<file path="config.mk">
export PLATFORM = sky130hd
export DESIGN_NAME = hb_gate_ctrl
export DESIGN_NICKNAME = d
export VERILOG_FILES = /design/src/rtl/hb_pkg.sv /design/src/rtl/hb_pwm_sync.sv /design/src/rtl/hb_demand.sv /design/src/rtl/hb_channel.sv /design/src/rtl/hb_gate_ctrl.sv
export SDC_FILE = /design/constraint.sdc
export NUM_CORES = 1
export LEC_CHECK = 0
export ABC_AREA = 0
export BUFFER_PORTS_ARGS = -buffer_cell sky130_fd_sc_hd__buf_2
export CORE_ASPECT_RATIO = 1.75
export CORE_MARGIN = 10
export CORE_UTILIZATION = 35
export DETAILED_ROUTE_END_ITERATION = 6
export GPL_TIMING_DRIVEN = 0
export SLEW_MARGIN = 20
export SYNTH_ARGS = -nofsm -noshare
export SYNTH_HDL_FRONTEND = slang
export SYNTH_SLANG_ARGS = --single-unit
</file>
<file path="constraint.sdc">
create_clock -name clk -period 3.8 [get_ports clk]
set_clock_uncertainty 0.05 [all_clocks]
set_input_delay 0.38 -clock clk [delete_from_list [all_inputs] [get_ports clk]]
set_output_delay 0.38 -clock clk [all_outputs]
set_load 0.01 [all_outputs]
</file>
<file path="src/rtl/hb_pkg.sv">
package hb_pkg;

    // Per-channel driver mode
    typedef enum logic [1:0] {
        HB_IDLE = 2'd0,   // both off, gap already served
        HB_LOW  = 2'd1,   // low side conducting
        HB_HIGH = 2'd2,   // high side conducting
        HB_GAP  = 2'd3    // both off, dead time running
    } hb_mode_e;

    // Requested side after enable/shutdown qualification
    typedef enum logic [1:0] {
        WANT_NONE = 2'd0,
        WANT_LOW  = 2'd1,
        WANT_HIGH = 2'd2
    } hb_want_e;

endpackage

</file>
<file path="src/rtl/hb_pwm_sync.sv">
module hb_pwm_sync #(
    parameter int W      = 2,
    parameter int STAGES = 2
) (
    input  logic         clk,
    input  logic         rst_n,
    input  logic [W-1:0] async_i,
    output logic [W-1:0] sync_o
);

    typedef struct packed {
        logic [STAGES-1:0][W-1:0] stg;
    } sync_t;

    sync_t s_d, s_q;

    always_comb begin
        s_d = s_q;
        s_d.stg[0] = async_i;
        for (int k = 1; k < STAGES; k++) begin
            s_d.stg[k] = s_q.stg[k-1];
        end
    end

    always_ff @(posedge clk or negedge rst_n) begin
        if (!rst_n) s_q <= '0;
        else        s_q <= s_d;
    end

    assign sync_o = s_q.stg[STAGES-1];

endmodule

</file>
<file path="src/rtl/hb_demand.sv">
module hb_demand #(
    parameter int NCH  = 6,
    parameter int NPWM = 2
) (
    input  logic [NCH-1:0]  drv_en,
    input  logic [NPWM-1:0] pwm_s,
    input  logic [NCH-1:0]  ch_fault,
    input  logic            supply_lock,
    output logic [NCH-1:0]  en_eff,
    output logic [NCH-1:0]  kill
);

    // Channels with a pulse input OR it into the enable; the rest use the bit alone
    for (genvar i = 0; i < NCH; i++) begin : g_ch
        if (i < NPWM) begin : g_pwm
            assign en_eff[i] = drv_en[i] | pwm_s[i];
        end else begin : g_plain
            assign en_eff[i] = drv_en[i];
        end
        assign kill[i] = ch_fault[i] | supply_lock;
    end

endmodule

</file>
<file path="src/rtl/hb_channel.sv">
module hb_channel #(
    parameter int DEAD_CLKS = 8
) (
    input  logic clk,
    input  logic rst_n,
    input  logic en_eff,
    input  logic cfg_high,
    input  logic kill,
    output logic hs_on,
    output logic ls_on
);
    import hb_pkg::*;

    localparam int CW = (DEAD_CLKS < 2) ? 1 : $clog2(DEAD_CLKS);
    localparam logic [CW-1:0] GAP_LOAD = CW'(DEAD_CLKS - 1);

    typedef struct packed {
        hb_mode_e        mode;
        logic [CW-1:0]   cnt;
    } chan_t;

    chan_t    s_d, s_q;
    hb_want_e want;

    always_comb begin
        if (kill || !en_eff) want = WANT_NONE;
        else if (cfg_high)   want = WANT_HIGH;
        else                 want = WANT_LOW;
    end

    always_comb begin
        s_d = s_q;
        unique case (s_q.mode)
            HB_IDLE: begin
                if (want == WANT_HIGH)     s_d.mode = HB_HIGH;
                else if (want == WANT_LOW) s_d.mode = HB_LOW;
            end
            HB_LOW: begin
                if (want != WANT_LOW) begin
                    s_d.mode = HB_GAP;
                    s_d.cnt  = GAP_LOAD;
                end
            end
            HB_HIGH: begin
                if (want != WANT_HIGH) begin
                    s_d.mode = HB_GAP;
                    s_d.cnt  = GAP_LOAD;
                end
            end
            HB_GAP: begin
                if (s_q.cnt == '0) begin
                    if (want == WANT_HIGH)     s_d.mode = HB_HIGH;
                    else if (want == WANT_LOW) s_d.mode = HB_LOW;
                    else                       s_d.mode = HB_IDLE;
                end else begin
                    s_d.cnt = s_q.cnt - 1'b1;
                end
            end
            default: s_d.mode = HB_IDLE;
        endcase
    end

    always_ff @(posedge clk or negedge rst_n) begin
        if (!rst_n) begin
            s_q.mode <= HB_IDLE;
            s_q.cnt  <= '0;
        end else begin
            s_q <= s_d;
        end
    end

    assign hs_on = (s_q.mode == HB_HIGH);
    assign ls_on = (s_q.mode == HB_LOW);

    // Checker support: clocks since both switches were last off, saturating
    localparam int OW = $clog2(DEAD_CLKS + 2);
    logic          drv_any;
    logic [OW-1:0] off_cnt_q;
    assign drv_any = hs_on | ls_on;

    always_ff @(posedge clk or negedge rst_n) begin
        if (!rst_n)                           off_cnt_q <= OW'(DEAD_CLKS);
        else if (drv_any)                     off_cnt_q <= '0;
        else if (off_cnt_q < OW'(DEAD_CLKS))  off_cnt_q <= off_cnt_q + 1'b1;
    end

    // never both sides on
    a_r6_no_overlap: assert property (@(posedge clk) disable iff (!rst_n)
        !(hs_on && ls_on));

    // a turn-on only after a full off gap
    a_r8_gap_before_on: assert property (@(posedge clk) disable iff (!rst_n)
        $rose(drv_any) |-> (off_cnt_q >= OW'(DEAD_CLKS)));

    // shutdown forces the channel off on the next clock
    a_r10_kill_off: assert property (@(posedge clk) disable iff (!rst_n)
        kill |=> (!hs_on && !ls_on));

    // no effective enable, nothing on
    a_r11_disabled_off: assert property (@(posedge clk) disable iff (!rst_n)
        !en_eff |=> (!hs_on && !ls_on));

    // high side only rises when the high side was requested
    a_r2_high_matches_cfg: assert property (@(posedge clk) disable iff (!rst_n)
        $rose(hs_on) |-> $past(cfg_high && en_eff && !kill));

endmodule

</file>
<file path="src/rtl/hb_gate_ctrl.sv">
module hb_gate_ctrl #(
    parameter int NCH       = 6,
    parameter int NPWM      = 2,
    parameter int DEAD_CLKS = 8,
    parameter int SYNC_STG  = 2
) (
    input  logic            clk,
    input  logic            rst_n,
    input  logic [NCH-1:0]  drv_en,
    input  logic [NCH-1:0]  drv_cfg,
    input  logic [NPWM-1:0] pwm_in,
    input  logic [NCH-1:0]  ch_fault,
    input  logic            supply_lock,
    output logic [NCH-1:0]  hs_on,
    output logic [NCH-1:0]  ls_on
);

    logic [NPWM-1:0] pwm_s;
    logic [NCH-1:0]  en_eff;
    logic [NCH-1:0]  kill;

    hb_pwm_sync #(.W(NPWM), .STAGES(SYNC_STG)) u_sync (
        .clk     (clk),
        .rst_n   (rst_n),
        .async_i (pwm_in),
        .sync_o  (pwm_s)
    );

    hb_demand #(.NCH(NCH), .NPWM(NPWM)) u_demand (
        .drv_en      (drv_en),
        .pwm_s       (pwm_s),
        .ch_fault    (ch_fault),
        .supply_lock (supply_lock),
        .en_eff      (en_eff),
        .kill        (kill)
    );

    for (genvar i = 0; i < NCH; i++) begin : g_chan
        hb_channel #(.DEAD_CLKS(DEAD_CLKS)) u_ch (
            .clk      (clk),
            .rst_n    (rst_n),
            .en_eff   (en_eff[i]),
            .cfg_high (drv_cfg[i]),
            .kill     (kill[i]),
            .hs_on    (hs_on[i]),
            .ls_on    (ls_on[i])
        );
    end

    // supply lockout clears every switch on the next clock
    a_r9_lock_all_off: assert property (@(posedge clk) disable iff (!rst_n)
        supply_lock |=> (hs_on == '0 && ls_on == '0));

    // channels without a pulse input ignore it
    a_r4_no_pwm_effect: assert property (@(posedge clk) disable iff (!rst_n)
        (drv_en[NCH-1:NPWM] == '0) |=> ((hs_on[NCH-1:NPWM] | ls_on[NCH-1:NPWM]) == '0));

endmodule

</file>
==> reports/results.tsv <==
metric	value	unit
min_period	1.93	ns
final_util	0.418	
mostFrequentLayoutCells	ha_1 (42), buf_2 (34), dfrtp_1 (34)	
finalNetCount	365	
clkLatencyLatePin	0.27	ns
wl	4.85	mm
worst-path-max-fanout	6	
grt_use_total	0.0876	
fmax	0.518	GHz
finalSetupTns	0	ns
synth_edf_count	0	
peakVddDrop	0.477	mV
dp_cells	379	
hold_path_class	input pin to asynchronous set/reset pin	
place.gp.congestion	0.786	
post-route-drc-count	0	
layout_setup_ws	1.87	ns
grt_start_max_net_pins	35	
synth_seq_cells	34	
cts_resized	0	
clockRootBuffer	clkbuf_16	
critPathSlowestCell	a311oi_2	
synthTopCellsByArea	dfrtp_1 (33%), ha_1 (20%), mux2_2 (6.5%)	
setup_viol	0	
clock_path_buffers	2	
final_antenna_net_count	0	
grt_pass1_vias	2070	
crit_type	register to register	
cts_tree	built	
grt_pass1_wl	8.54	mm
maxSlewHeadroom	0.495	
post_cts_buffers	0	
drtPass1Iterations	4	
io_buffers	33	
antenna_found_initial	0	
leakage	0.00148	µW
gr-total-overflow	0	
core_area	0.00723	mm²
power-per-cell-area	720	mW/mm²
synthDominantCellAreaShare	0.326	
start_kind	register	
synth_top_area_cell	dfrtp_1	
avgSynthCellArea	10.0	µm²
cts.reportedPaths.clkPinSlew	0.05	ns
h-tree-depth	2	
cts.sinks	34	
cts_hold_buf	0	
ys_warn_count	0	
hold_violations	0	
worst-slew-pin-transition	0.757	ns
synthArstFlopShare	1.00	
numCtsBuffers	5	
drv_cap	0	
io_pins	35	
via_per_inst	5.09	
total_power	2180	µW
drt_iter0_drc	53	
netlist_area	0.00261	mm²
antenna_cells	0	
wire_per_inst	12.6	µm
syn_to_final_growth	15.6	%
arrival	2.04	ns
finalNonFillerCells	386	
synth_cell_type_count	46	
status	finished clean	
ys.flop_type	dfrtp_1	
worstSetupEndpointType	register	
drive_gt1_frac	0.283	
rows	41	
drv_slew	0	
fp.dieArea	0.0115	mm²
rsz0062_at_grt	false	
cpPeakStageDelay	0.47	ns
start_util	0.361	
fp.dieH	134	µm
yosysSeqAreaShare	0.326	
dp_hpwl	3.99	mm
syn-num-nets	325	
cp_cell_sequence	inv_1 -> ha_1 -> mux2_2 -> a311oi_2 -> nand4_1 -> o221a_2	
finalCritPeriodShare	0.508	
synth_cells	260	
cp.required	3.91	ns
final_common_cell	ha_1	
place_ws	1.85	ns
die_w	85.3	µm
vias	1966	
## area by class of cell
class                           instances  area (µm²)
Buffer                                 14         106
Multi-Input combinational cell        179        1530
Clock inverter                          2        10.0
Inverter                               33         124
Sequential cell                        34         851
Tap cell                               86         108
Fill cell                             714        4210
Clock buffer                            5         125
Timing Repair Buffer                   33         165
## metal layers
layer  vias up  track usage  routed length [µm]
li1        981            -                   -
met1       956       0.0812                1800
met2        25        0.176                2830
met3         4       0.0170                 156
met4         0       0.0340                  65
met5         -            0                   0
## cells in the mapped netlist (2+ instances only)
cell      instances
o31ai_1           2
nand2_1           7
dfrtp_1          34
a31oi_1           7
buf_4            12
o311a_1           4
inv_1            33
o21ai_0          15
mux2i_1           6
nand4_1           4
nor2b_1           5
o211ai_1          5
ha_1             42
mux2_2           15
or3b_2            2
a21oi_1           2
nor2_1           14
o21a_1            6
nand3_1           7
or2_0             2
nand2b_1          5
or2_2             3
nor3_1            2
a221oi_2          3
nor3b_2           2
## worst paths after layout
path	startpoint	to	slack (ns)	cells past startpoint
setup / recovery	g_chan[1].u_ch.s_q[3]$_DFFE_PN0P_	g_chan[1].u_ch.s_q[2]$_DFFE_PN0P_	1.87	6
hold / removal	rst_n	g_chan[5].u_ch.s_q[1]$_DFFE_PN0P_	0.13	1
setup reg to reg	g_chan[1].u_ch.s_q[3]$_DFFE_PN0P_	g_chan[1].u_ch.s_q[2]$_DFFE_PN0P_	1.87	6
hold reg to reg	u_sync.s_d[2]$_DFF_PN0_	u_sync.sync_o[0]$_DFF_PN0_	0.30	0
max in group asynchronous	rst_n	g_chan[3].u_ch.s_q[1]$_DFFE_PN0P_	3.08	1
min in group clk	pwm_in[1]	u_sync.s_d[3]$_DFF_PN0_	0.17	1
## through the flow
stage               hold WS [ns]  instance area, µm²
global route               0.162                3020
detailed placement         0.296                2890
finish                     0.132                3020
CTS                        0.162                3020
floorplan                 0.0344                2610
global placement           0.287                2890
## cell families after synthesis
logic type | count (synthesis) | synth area share
and+or+nand+nor | 61 | 0.134
AOI/OAI and AO/OA | 55 | 0.163
buffers and inverters | 47 | 0.0881
adders and majority gates | 42 | 0.201
DFF | 34 | 0.326
muxes | 21 | 0.0876
## sequential cells by signal (all words and copies together), names as in the netlist
signal,cells
u_sync.sync_o,2
g_chan.u_ch.s_q,30
u_sync.s_d,2
## power by group
part	internal, µW	switching, µW
logic	601	623
clock network	236	136
registers	483	96.7
total	1320	856
## worst max-delay path: cells and delay by family (launching register included)
kind | cells | cell delay [ns]
compound gates | 2 | 0.61
mux | 1 | 0.29
buf+inv | 1 | 0.10
fa+ha+maj | 1 | 0.22
flops | 1 | 0.40
simple gates | 1 | 0.15
Note: power is estimated with default switching activity, not from simulation.
